===== config.mk =====
export PLATFORM = sky130hd
export DESIGN_NAME = ptc_align_ctrl
export DESIGN_NICKNAME = d
export VERILOG_FILES = /design/src/rtl/ptc_pkg.sv /design/src/rtl/ptc_flag_sync.sv /design/src/rtl/ptc_settle_timer.sv /design/src/rtl/ptc_trim_step.sv /design/src/rtl/ptc_align_ctrl.sv
export SDC_FILE = /design/constraint.sdc
export NUM_CORES = 1
export LEC_CHECK = 0
export BUFFER_PORTS_ARGS = -buffer_cell sky130_fd_sc_hd__buf_2
export CORE_ASPECT_RATIO = 2
export CORE_MARGIN = 10
export CORE_UTILIZATION = 35
export DETAILED_ROUTE_END_ITERATION = 8
export PLACE_DENSITY = 0.53
export SETUP_SLACK_MARGIN = 0.2
export SLEW_MARGIN = 25
export SYNTH_ARGS = -nofsm -noshare
export SYNTH_HDL_FRONTEND = slang
export SYNTH_SLANG_ARGS = --single-unit
export TNS_END_PERCENT = 30

===== constraint.sdc =====
create_clock -name clk_i -period 2.9 [get_ports clk_i]
set_input_delay 0.58 -clock clk_i [delete_from_list [all_inputs] [get_ports clk_i]]
set_output_delay 0.58 -clock clk_i [all_outputs]
set_load 0.05 [all_outputs]

===== src/rtl/ptc_pkg.sv =====
package ptc_pkg;

  typedef enum logic [1:0] {
    SEL_CODE_LO   = 2'b00,
    SEL_CODE_HI   = 2'b01,
    SEL_TRIM_OFS  = 2'b10,
    SEL_TRIM_GAIN = 2'b11
  } sel_e;

  typedef enum logic [3:0] {
    ST_IDLE,
    ST_CODE_LO,
    ST_CODE_HI,
    ST_TRIM_WR,
    ST_LOAD,
    ST_SETTLE,
    ST_SAMPLE,
    ST_DONE,
    ST_ERR
  } state_e;

  typedef enum logic {
    PH_OFS  = 1'b0,
    PH_GAIN = 1'b1
  } phase_e;

endpackage


===== src/rtl/ptc_flag_sync.sv =====
module ptc_flag_sync #(
  parameter int unsigned W      = 2,
  parameter int unsigned STAGES = 2
) (
  input  logic         clk_i,
  input  logic         rst_ni,
  input  logic [W-1:0] d_i,
  output logic [W-1:0] q_o
);

  logic [STAGES-1:0][W-1:0] stg_q;

  for (genvar g = 0; g < STAGES; g++) begin : g_stg
    if (g == 0) begin : g_first
      always_ff @(posedge clk_i or negedge rst_ni) begin
        if (!rst_ni) stg_q[g] <= '0;
        else         stg_q[g] <= d_i;
      end
    end else begin : g_next
      always_ff @(posedge clk_i or negedge rst_ni) begin
        if (!rst_ni) stg_q[g] <= '0;
        else         stg_q[g] <= stg_q[g-1];
      end
    end
  end

  assign q_o = stg_q[STAGES-1];

endmodule


===== src/rtl/ptc_settle_timer.sv =====
module ptc_settle_timer #(
  parameter int unsigned CYCLES = 16
) (
  input  logic clk_i,
  input  logic rst_ni,
  input  logic load_i,
  output logic last_o
);

  localparam int unsigned CNT_W = $clog2(CYCLES + 1);
  localparam logic [CNT_W-1:0] CNT_INIT = CNT_W'(CYCLES);

  logic [CNT_W-1:0] cnt_q;

  always_ff @(posedge clk_i or negedge rst_ni) begin
    if (!rst_ni)           cnt_q <= '0;
    else if (load_i)       cnt_q <= CNT_INIT;
    else if (cnt_q != '0)  cnt_q <= cnt_q - 1'b1;
  end

  // high in the final settle cycle
  assign last_o = (cnt_q == CNT_W'(1));

endmodule


===== src/rtl/ptc_trim_step.sv =====
module ptc_trim_step #(
  parameter int unsigned TRIM_W   = 12,
  parameter bit          UP_ON_HI = 1'b0
) (
  input  logic [TRIM_W-1:0] trim_i,
  input  logic              above_i,
  input  logic              below_i,
  output logic [TRIM_W-1:0] trim_o,
  output logic              in_win_o,
  output logic              ovf_o
);

  logic inc, dec;

  // above wins if both flags are set
  if (UP_ON_HI) begin : g_inv
    assign inc = above_i;
    assign dec = below_i && !above_i;
  end else begin : g_dir
    assign dec = above_i;
    assign inc = below_i && !above_i;
  end

  assign in_win_o = !above_i && !below_i;
  assign ovf_o    = (inc && (trim_i == '1)) || (dec && (trim_i == '0));

  always_comb begin
    trim_o = trim_i;
    if (inc)      trim_o = trim_i + 1'b1;
    else if (dec) trim_o = trim_i - 1'b1;
  end

endmodule


===== src/rtl/ptc_align_ctrl.sv =====
module ptc_align_ctrl
  import ptc_pkg::*;
#(
  parameter int unsigned TRIM_W      = 12,
  parameter int unsigned SETTLE_CYC  = 16,
  parameter int unsigned SYNC_STAGES = 2,
  parameter bit          UP_ON_HI    = 1'b0,
  parameter logic [15:0] OFS_CODE    = 16'hFFFE,
  parameter logic [15:0] GAIN_CODE   = 16'h0000
) (
  input  logic              clk_i,
  input  logic              rst_ni,
  input  logic              start_i,
  input  logic              win_hi_i,
  input  logic              win_lo_i,
  output logic [TRIM_W-1:0] bus_o,
  output logic [1:0]        sel_o,
  output logic              wr_o,
  output logic              ld_o,
  output logic              done_o,
  output logic              err_o
);

  localparam logic [TRIM_W-1:0] TRIM_MID = {1'b1, {(TRIM_W-1){1'b0}}};

  state_e            state_q;
  phase_e            phase_q;
  logic [TRIM_W-1:0] trim_q;

  logic [1:0]        flags_s;
  logic              settle_last;
  logic [TRIM_W-1:0] trim_nxt;
  logic              in_win, ovf;
  logic [15:0]       code_cur;

  ptc_flag_sync #(
    .W      (2),
    .STAGES (SYNC_STAGES)
  ) u_sync (
    .clk_i  (clk_i),
    .rst_ni (rst_ni),
    .d_i    ({win_hi_i, win_lo_i}),
    .q_o    (flags_s)
  );

  ptc_settle_timer #(
    .CYCLES (SETTLE_CYC)
  ) u_tmr (
    .clk_i  (clk_i),
    .rst_ni (rst_ni),
    .load_i (state_q == ST_LOAD),
    .last_o (settle_last)
  );

  ptc_trim_step #(
    .TRIM_W   (TRIM_W),
    .UP_ON_HI (UP_ON_HI)
  ) u_step (
    .trim_i   (trim_q),
    .above_i  (flags_s[1]),
    .below_i  (flags_s[0]),
    .trim_o   (trim_nxt),
    .in_win_o (in_win),
    .ovf_o    (ovf)
  );

  always_ff @(posedge clk_i or negedge rst_ni) begin
    if (!rst_ni) begin
      state_q <= ST_IDLE;
      phase_q <= PH_OFS;
      trim_q  <= TRIM_MID;
    end else begin
      unique case (state_q)
        ST_IDLE, ST_DONE, ST_ERR: begin
          if (start_i) begin
            state_q <= ST_CODE_LO;
            phase_q <= PH_OFS;
            trim_q  <= TRIM_MID;
          end
        end
        ST_CODE_LO: state_q <= ST_CODE_HI;
        ST_CODE_HI: state_q <= ST_TRIM_WR;
        ST_TRIM_WR: state_q <= ST_LOAD;
        ST_LOAD:    state_q <= ST_SETTLE;
        ST_SETTLE:  if (settle_last) state_q <= ST_SAMPLE;
        ST_SAMPLE: begin
          if (in_win) begin
            if (phase_q == PH_OFS) begin
              phase_q <= PH_GAIN;
              trim_q  <= TRIM_MID;
              state_q <= ST_CODE_LO;
            end else begin
              state_q <= ST_DONE;
            end
          end else if (ovf) begin
            state_q <= ST_ERR;
          end else begin
            trim_q  <= trim_nxt;
            state_q <= ST_TRIM_WR;
          end
        end
        default: state_q <= ST_IDLE;
      endcase
    end
  end

  assign code_cur = (phase_q == PH_GAIN) ? GAIN_CODE : OFS_CODE;

  always_comb begin
    wr_o  = 1'b0;
    sel_o = SEL_CODE_LO;
    bus_o = '0;
    unique case (state_q)
      ST_CODE_LO: begin
        wr_o  = 1'b1;
        sel_o = SEL_CODE_LO;
        bus_o = TRIM_W'(code_cur[7:0]);
      end
      ST_CODE_HI: begin
        wr_o  = 1'b1;
        sel_o = SEL_CODE_HI;
        bus_o = TRIM_W'(code_cur[15:8]);
      end
      ST_TRIM_WR: begin
        wr_o  = 1'b1;
        sel_o = (phase_q == PH_GAIN) ? SEL_TRIM_GAIN : SEL_TRIM_OFS;
        bus_o = trim_q;
      end
      default: ;
    endcase
  end

  assign ld_o   = (state_q == ST_LOAD);
  assign done_o = (state_q == ST_DONE);
  assign err_o  = (state_q == ST_ERR);

endmodule


==> summary.md, run 1 <==
| Metric | Value |
|---|---|
| CP Data Required Time | `between 3 and 4 ns` |
| Clk pin slew, worst setup/hold paths | `around 0.1 ns` |
| Critical R2R Capture | `trim_q[10]` |
| Crit-path cells | `nand2b_4, inv_1, fa_1, nor2b_1, o21ai_1, a21oi_1, o31ai_1, o2111a_1, a221o_2` |
| FP Rows | `38` |
| Seq cells post-synth | `26` |
| Core ar. | `0.00547 mm²` |
| Bufs and invs on worst path | `1` |
| R2R Setup Slk | `approximately 0.36 ns` |
| CP peak stage delay | `0.41 ns` |
| Antenna diodes | `0` |
| Max-slew violation count | `0` |
| Die X-Extent | `73.1 µm` |
| # DRC | `0` |
| FMAX | `between 0.3 and 0.4 GHz` |
| Share of the clock period used by the worst path | `0.875` |
| Clk Latency, worst-skew pair | `between 0.2 and 0.3 ns` |
| FF+latch area | `652 µm²` |
| Die Area | `between 0.009 and 0.01 mm²` |
| H-tree lvl count | `1` |
| Starting density of the core | `0.361` |
| Least-Margin Pin Slew | `0.616 ns` |
| Hold Crit Class | `in2async` |
| CTS tree | `yes` |
| Worst path arrival time | `approximately 2.7 ns` |
| Critical path endpoint category | `flop` |
| Yosys cell types | `55` |
| Wire length per cell | `16.5 µm` |
| DR pass1 iterations | `4` |
| Status | `completed` |
| RSZ-0062 raised after global routing | `yes` |
| Critical path's slowest cell | `dfrtp_1` |
| Chip Height | `~130 µm` |
| Post-synthesis cell count | `233` |
| Synthesized area per cell | `around 8.5 µm²` |
| Iter 0 DRT Violations | `80` |
| Cts hold-fix bufs | `0` |
| Max-slew headroom | `0.589` |
| Vias in the first global route | `1815` |
| Mapped Area | `0.00198 mm²` |
| Sequential fraction of the synthesis area | `0.330` |
| DP Wirelength | `roughly 4000 µm` |
| Worst Slack Setup Final | `roughly 0.36 ns` |
| CTS buffer count | `3` |
| Gr usage total | `0.112` |
| Post-synth top area cell | `dfrtp_1` |
| Clock root cell | `clkbuf_8` |
| Worst path depth | `9` |
| Clk_skew | `0.00297 ns` |
| Post-DRT Antenna Nets | `0` |
| CTS Buffer Depth | `2` |
| Clock Sinks | `26` |
| Largest net degree at the start of global routing | `27` |
| Final GP Congestion | `0.830` |
| Final TNS setup | `0 ns` |
| WS Path Type | `reg2reg` |
| Synth top cells by count | `37 x nand2_1, 25 x dfrtp_1, 22 x nor2_1` |
| Worst Path Max Fanout | `12` |
| Worst R2R Path Depth | `9` |
| Worst slack at placement | `roughly 0.24 ns` |
| Critical Path Source Type | `flop` |
| Async set or reset register ratio after synthesis | `1.00` |
| Share of layout cells above drive strength 1 | `0.184` |
| Final min period | `2.54 ns` |
| Vias per inst | `5.50` |
| Finished Layout Cells | `between 300 and 400` |
| Num ports | `23` |
| Routed vias | `roughly 1.7k` |
| Number of flops mapped to enable cells by yosys | `0` |
| Total grt overflow | `0` |
| Post-synth top area share | `0.317` |
| Final WL | `roughly 5200 µm` |
| Main synth FF type | `dfrtp_1` |
| Filler instances | `540` |
| First-pass GRT wire length | `~8500 µm` |
| Top delay family on crit path | `compound AO/OA/AOI/OAI gates` |
| Worst R2R Start | `u_sync.q_o[1]` |
| Synth area leaders | `dfrtp_1 32%, ha_1 8.2%, nand2_1 7.0%` |
| Setup violations, final | `0` |
| Syn Nets | `approximately 250` |
| Max-Cap Viols | `0` |
| Final hold viol count | `0` |
| Top-count cell post-synth | `nand2_1` |
| Area of the multi-input gates | `0.00126 mm²` |
| Initial antenna violation count | `0` |
| Cells after DPL | `312` |
| Synth warn | `0` |
| NumNets Final | `roughly 280` |
| Port buffer count | `22` |
| P&R area growth vs syn | `12.6%` |
placed cells by master, fill, tap and decap left out, drive strengths merged, types with 4 or more instances in the layout:
master | Yosys | final
and3 | 4 | 4
nor3 | 7 | 7
ha | 13 | 13
buf | 5 | 26
nand3 | 4 | 4
mux2i | 4 | 4
dfrtp | 25 | 25
and2 | 6 | 6
nand4 | 5 | 5
o31ai | 4 | 4
inv | 12 | 12
o21ai | 15 | 15
nand2b | 4 | 4
nor2 | 22 | 22
clkbuf | 2 | 4
a21oi | 13 | 13
nand2 | 37 | 37
per-layer routing:
| layer | track usage | part of all wire |
|---|---|---|
| met1 | 0.118 | 0.38 |
| met2 | 0.207 | 0.55 |
| met3 | 0.0236 | 0.052 |
| met4 | 0.0393 | 0.014 |
| met5 | 0 | 0 |
state kept, by name, indices dropped and copies added, names as in the netlist:
register	flops
u_tmr.cnt_q	5
trim_q	12
u_sync.q_o	2
state_q	4
phase_q	1
u_sync.stg_q	2
kinds of logic (layout without fill, tap and decap cells):
kind of cell,Yosys count,count (layout),share of synthesized area
AND/OR/NAND/NOR,109,109,0.297
AO/OA/AOI/OAI,54,54,0.185
flip-flops,26,26,0.330
buffers and inverters,19,42,0.0418
adder cells (fa/ha/maj),14,14,0.0925
multiplexers,6,6,0.0317
XOR/XNOR,5,5,0.0222
what timing repair did:
action                                  4_1_cts  5_1_grt
setup buffers                                 0        0
resized for setup                             0        3
endpoints found under the setup margin        0        2
metrics by stage:
stage	hold WS (ns)	instance area, µm²	utilization
global route	0.342	2220	0.407
global placement	0.338	2160	0.395
detailed placement	0.337	2160	0.395
finish	0.304	2220	0.407
floorplan	0.284	1980	-
CTS	0.339	2210	0.405
worst max-delay path by stage:
stage / startpoint / endpoint
floorplan: state_q[2] / ld_o
global route: u_sync.q_o[1] / trim_q[10]
detailed placement: u_sync.q_o[1] / trim_q[11]
global placement: u_sync.q_o[1] / trim_q[11]
CTS: u_sync.q_o[1] / trim_q[11]
finish: u_sync.q_o[1] / trim_q[10]
layout make-up:
type	count	area share
Multi-Input combinational cell	188	0.565
Timing Repair Buffer	26	0.0630
Tap cell	60	0.0337
Sequential cell	26	0.293
Inverter	12	0.0202
Clock buffer	4	0.0247
Power of run 1 is left out: the tool's default activity adds up to more than one toggle a clock period on the data nets, which glitch-free logic cannot reach.
==> run 2, diff against run 1 <==
Settings changed: PLACE_DENSITY 0.53 to default.
==> summary.md, run 2 (synthesis results as in run 1) <==
| Metric | Value |
|---|---|
| H-tree lvl count | `1 (unchanged)` |
| Worst path arrival time | `2.75 ns (was 2.70 ns)` |
| Worst R2R Start | `u_sync.q_o[1] (unchanged)` |
| Post-CTS sizing | `0 (unchanged)` |
| Max-Cap Viols | `0 (unchanged)` |
| RSZ-0062 raised after global routing | `yes (unchanged)` |
| Chip Height | `126 µm (unchanged)` |
| Share of the clock period used by the worst path | `0.879 (was 0.875)` |
| # DRC | `0 (unchanged)` |
| Vias in the first global route | `1827 (was 1815)` |
| Antenna diodes | `0 (unchanged)` |
| Starting density of the core | `0.361 (unchanged)` |
| Die Area | `0.00923 mm² (unchanged)` |
| Die X-Extent | `73.1 µm (unchanged)` |
| Bufs and invs on worst path | `0 (was 1)` |
| Final hold viol count | `0 (unchanged)` |
| Max-slew headroom | `0.580 (was 0.589)` |
| Wire length per cell | `16.9 µm (was 16.5 µm)` |
| WS Path Type | `reg2reg (unchanged)` |
| Total grt overflow | `0 (unchanged)` |
| DP Wirelength | `4140 µm (was 4080 µm)` |
| Critical R2R Capture | `trim_q[11] (was trim_q[10])` |
| Share of layout cells above drive strength 1 | `0.180 (was 0.184)` |
| Least-Margin Pin Slew | `0.630 ns (was 0.616 ns)` |
| Clk Latency, worst-skew pair | `0.27 ns (about the same)` |
| M1 WL | `1980 µm (was 2000 µm)` |
| Iter 0 DRT Violations | `54 (was 80)` |
| Num ports | `23 (unchanged)` |
| DR pass1 iterations | `4 (unchanged)` |
| Clk_skew | `0.00564 ns (was 0.00297 ns)` |
| Clock root cell | `clkbuf_8 (unchanged)` |
| Hold Crit Class | `in2async (unchanged)` |
| Largest net degree at the start of global routing | `27 (unchanged)` |
| Top delay family on crit path | `simple AND/OR/NAND/NOR gates (was compound AO/OA/AOI/OAI gates)` |
| Gr usage total | `0.116 (was 0.112)` |
| Filler instances | `549 (was 540)` |
| Core ar. | `0.00547 mm² (unchanged)` |
| First-pass GRT wire length | `8600 µm (was 8490 µm)` |
| Clock Sinks | `26 (unchanged)` |
| Setup violations, final | `0 (unchanged)` |
| Worst Path Max Fanout | `12 (unchanged)` |
| Cts hold-fix bufs | `0 (unchanged)` |
| Max Used Layer | `met4 (unchanged)` |
| Biggest register | `trim_q (unchanged)` |
| Worst R2R Path Depth | `8 (was 9)` |
| Critical path's slowest cell | `dfrtp_1 (unchanged)` |
| Post-route cell area | `0.00223 mm² (was 0.00222 mm²)` |
| Most frequent cells in the layout | `37 x nand2_1, 25 x dfrtp_1, 22 x nor2_1, 22 x buf_2 (was 37 x nand2_1, 25 x dfrtp_1, 22 x nor2_1, 22 x buf_2, 13 x ha_1)` |
| Final WL | `5360 µm (was 5230 µm)` |
| Crit. Startpoint | `u_sync.q_o[1] (unchanged)` |
| Final TNS setup | `0 ns (unchanged)` |
| Crit-path cells | `nand2b_4, ha_1, nand4_1, a21oi_1, nor4_1, nor4b_1, mux2_2, a41oi_1 (was nand2b_4, inv_1, fa_1, nor2b_1, o21ai_1, a21oi_1, o31ai_1, o2111a_1, a221o_2)` |
| Most common cell after layout, fill and taps aside | `nand2_1 (unchanged)` |
| Critical path endpoint category | `flop (unchanged)` |
| Largest registers | `trim_q x12, u_tmr.cnt_q x5, state_q x4 (unchanged)` |
| Max-slew violation count | `0 (unchanged)` |
| CTS buffer count | `3 (unchanged)` |
| Initial antenna violation count | `0 (unchanged)` |
| Setup Buffers After CTS | `0 (unchanged)` |
| FMAX | `0.392 GHz (was 0.394 GHz)` |
| P&R area growth vs syn | `13.0% (was 12.6%)` |
| WL met3 | `295 µm (was 272 µm)` |
| Vias per inst | `5.72 (was 5.50)` |
| NumNets Final | `276 (unchanged)` |
| Critical Path Source Type | `flop (unchanged)` |
| CP Data Required Time | `3.10 ns (was 3.07 ns)` |
| CP peak stage delay | `0.43 ns (was 0.41 ns)` |
| Met2 routed WL | `2900 µm (was 2880 µm)` |
| Final GP Congestion | `0.861 (was 0.830)` |
| R2R Setup Slk | `0.35 ns (was 0.36 ns)` |
| Post-DRT Antenna Nets | `0 (unchanged)` |
| Final min period | `2.55 ns (was 2.54 ns)` |
| Clk pin slew, worst setup/hold paths | `0.10 ns (about the same)` |
| Largest register FFs | `12 (unchanged)` |
| Post-placement cell area | `0.00216 mm² (unchanged)` |
| CTS Buffer Depth | `2 (unchanged)` |
| CTS tree | `yes (unchanged)` |
| Routed vias | `1806 (was 1737)` |
| Status | `completed (unchanged)` |
| Port buffer count | `22 (unchanged)` |
| FP Rows | `38 (unchanged)` |
==> run 2: worst max path at each step <==
stage	to	slack, ns	cells past startpoint
after floorplan	ld_o	0.11	3
after detailed placement	trim_q[11]	0.30	8
after CTS	trim_q[11]	0.26	8
final	trim_q[11]	0.35	8
after global routing	trim_q[11]	0.18	8
after global placement	trim_q[11]	0.36	8
==> run 2: worst register-to-register path, cell delays in order, from the launching register on <==
cell and delay, ns:
dfrtp_1 0.43, nand2b_4 0.23, ha_1 0.40, nand4_1 0.11, a21oi_1 0.29, nor4_1 0.11, nor4b_1 0.32, mux2_2 0.38
a41oi_1 0.21
==> run 2: metal layers <==
metal / up-vias / GRT usage
li1: 883 / -
met3: 14 / 0.0252
met4: 0 / 0.0584
met1: 857 / 0.110
met5: - / 0
met2: 52 / 0.219
==> run 2: final cells by class <==
class,instances,area [µm²],area share
clock buffer,3,41.3,0.0185
clock inverter,1,30.0,0.0135
inverter,12,45.0,0.0202
multi-input combinational,188,1250,0.559
sequential,26,652,0.292
tap,60,75.1,0.0336
timing repair buffer,26,140,0.0628
==> run 2: stage by stage <==
step	cells	setup WS (ns)	utilization	hold WS [ns]
floorplan	233	0.111	-	0.284
global placement	312	0.361	0.395	0.333
detailed placement	312	0.305	0.395	0.339
CTS	316	0.259	0.408	0.336
global route	316	0.181	0.408	0.351
finish	316	0.351	0.408	0.317
Power of run 2 is left out for the same reason.
==> run 3, diff against run 2 <==
Settings changed: RECOVER_POWER from default to 100.
==> summary.md, run 3 (synthesis results as in run 1) <==
| Metric | Value |
|---|---|
| Worst Path Max Fanout | `12 (unchanged)` |
| Max-slew headroom | `0.00460 (was 0.580)` |
| # DRC | `0 (unchanged)` |
| Setup Buffers After CTS | `0 (unchanged)` |
| Vias in the first global route | `1827 (unchanged)` |
| Clk_skew | `0.00600 ns (was 0.00564 ns)` |
| Share of the clock period used by the worst path | `0.904 (was 0.879)` |
| FP Rows | `38 (unchanged)` |
| NumNets Final | `276 (unchanged)` |
| Final hold viol count | `0 (unchanged)` |
| Total grt overflow | `0 (unchanged)` |
| Fin util | `0.402 (was 0.408)` |
| Iter 0 DRT Violations | `57 (was 54)` |
| Post-CTS sizing | `0 (unchanged)` |
| Post-route cell area | `0.00220 mm² (was 0.00223 mm²)` |
| Largest registers | `trim_q x12, u_tmr.cnt_q x5, state_q x4 (unchanged)` |
| Die X-Extent | `73.1 µm (unchanged)` |
| WS Path Type | `reg2out (was reg2reg)` |
| Biggest register | `trim_q (unchanged)` |
| Most common cell after layout, fill and taps aside | `nand2_1 (unchanged)` |
| Most frequent cells in the layout | `37 x nand2_1, 25 x dfrtp_1, 22 x nor2_1 (was 37 x nand2_1, 25 x dfrtp_1, 22 x nor2_1, 22 x buf_2)` |
| Final min period | `2.62 ns (was 2.55 ns)` |
| Port buffer count | `22 (unchanged)` |
| Crit. Startpoint | `state_q[2] (was u_sync.q_o[1])` |
| Final WL | `5370 µm (was 5360 µm)` |
| Final GP Congestion | `0.861 (unchanged)` |
| Least-Margin Pin Slew | `1.49 ns (was 0.630 ns)` |
| P&R area growth vs syn | `11.3% (was 13.0%)` |
| RSZ-0062 raised after global routing | `yes (unchanged)` |
| Final TNS setup | `0 ns (unchanged)` |
| CTS tree | `yes (unchanged)` |
| Clk Latency, worst-skew pair | `0.27 ns (about the same)` |
| DP Wirelength | `4140 µm (unchanged)` |
| Worst R2R Start | `u_sync.q_o[1] (unchanged)` |
| CTS Buffer Depth | `2 (unchanged)` |
| Share of layout cells above drive strength 1 | `0.129 (was 0.180)` |
| Post-placement cell area | `0.00216 mm² (unchanged)` |
| Hold Crit Class | `reg2reg (was in2async)` |
| Clock Sinks | `26 (unchanged)` |
| Gr usage total | `0.116 (unchanged)` |
| Starting density of the core | `0.361 (unchanged)` |
| Max-Cap Viols | `1 (was 0)` |
| Violated checks | `capacitance limit` |
| Worst hold slack | `0.358 ns (was 0.317 ns)` |
| Filler instances | `552 (was 549)` |
| Post-DRT Antenna Nets | `0 (unchanged)` |
| Wire length per cell | `17.0 µm (was 16.9 µm)` |
| Cts hold-fix bufs | `0 (unchanged)` |
| Routed vias | `1803 (was 1806)` |
| DR pass1 iterations | `4 (unchanged)` |
| Largest register FFs | `12 (unchanged)` |
| Worst path arrival time | `2.04 ns (was 2.75 ns)` |
| Setup violations, final | `0 (unchanged)` |
| Clock root cell | `clkbuf_8 (unchanged)` |
| First-pass GRT wire length | `8600 µm (unchanged)` |
| Critical path endpoint category | `output port (was flop)` |
| Vias per inst | `5.71 (was 5.72)` |
| Largest net degree at the start of global routing | `27 (unchanged)` |
| CP Data Required Time | `2.32 ns (was 3.10 ns)` |
| Antenna diodes | `0 (unchanged)` |
| FMAX | `0.382 GHz (was 0.392 GHz)` |
| Max-slew violation count | `0 (unchanged)` |
| CTS buffer count | `3 (unchanged)` |
| H-tree lvl count | `1 (unchanged)` |
| Num ports | `23 (unchanged)` |
| Chip Height | `126 µm (unchanged)` |
| Initial antenna violation count | `0 (unchanged)` |
| Clk pin slew, worst setup/hold paths | `0.10 ns (about the same)` |
| Core ar. | `0.00547 mm² (unchanged)` |
| Status | `finished with violations (was completed)` |
| Critical Path Source Type | `flop (unchanged)` |
| Die Area | `0.00923 mm² (unchanged)` |
| Hold Startpoint | `u_sync.stg_q[1]` |
==> run 3: path summary, 6_finish.rpt <==
path	endpoint	slack [ns]	depth (start not counted)
setup / recovery	sel_o[1]	0.28	3
hold / removal	u_sync.q_o[1]	0.36	0
setup reg to reg	trim_q[10]	0.32	8
hold reg to reg	u_sync.q_o[1]	0.36	0
max in group asynchronous	u_tmr.cnt_q[0]	1.38	1
min in group asynchronous	u_tmr.cnt_q[3]	0.65	1
==> run 3: stage by stage <==
| stage | cells | setup WS (ns) |
|---|---|---|
| detailed placement | 312 | 0.305 |
| global placement | 312 | 0.361 |
| finish | 316 | 0.279 |
| floorplan | 233 | 0.111 |
| global route | 316 | 0.118 |
| CTS | 316 | 0.259 |
==> run 3: routing by layer <==
| layer | wire [µm] | vias to the layer above | track usage |
|---|---|---|---|
| li1 | - | 883 | - |
| met1 | 1980 | 857 | 0.110 |
| met2 | 2930 | 51 | 0.219 |
| met3 | 297 | 12 | 0.0252 |
| met4 | 157 | 0 | 0.0584 |
| met5 | 0 | - | 0 |
==> run 3: cell type report <==
cell class | count | area (µm²) | area share
inverters | 12 | 45.0 | 0.0205
flip-flops and latches | 26 | 652 | 0.296
repair buffers | 26 | 124 | 0.0563
clock buffers | 3 | 41.3 | 0.0188
well taps | 60 | 75.1 | 0.0341
multi-input cells | 188 | 1230 | 0.560
clock inverters | 1 | 30.0 | 0.0137
==> run 3: worst max-delay path: stages (launching register included) <==
cell	delay (ns)
dfrtp_1	0.55
nor2_1	0.22
and3_1	0.47
clkbuf_1	0.52
Power of run 3 is left out for the same reason.
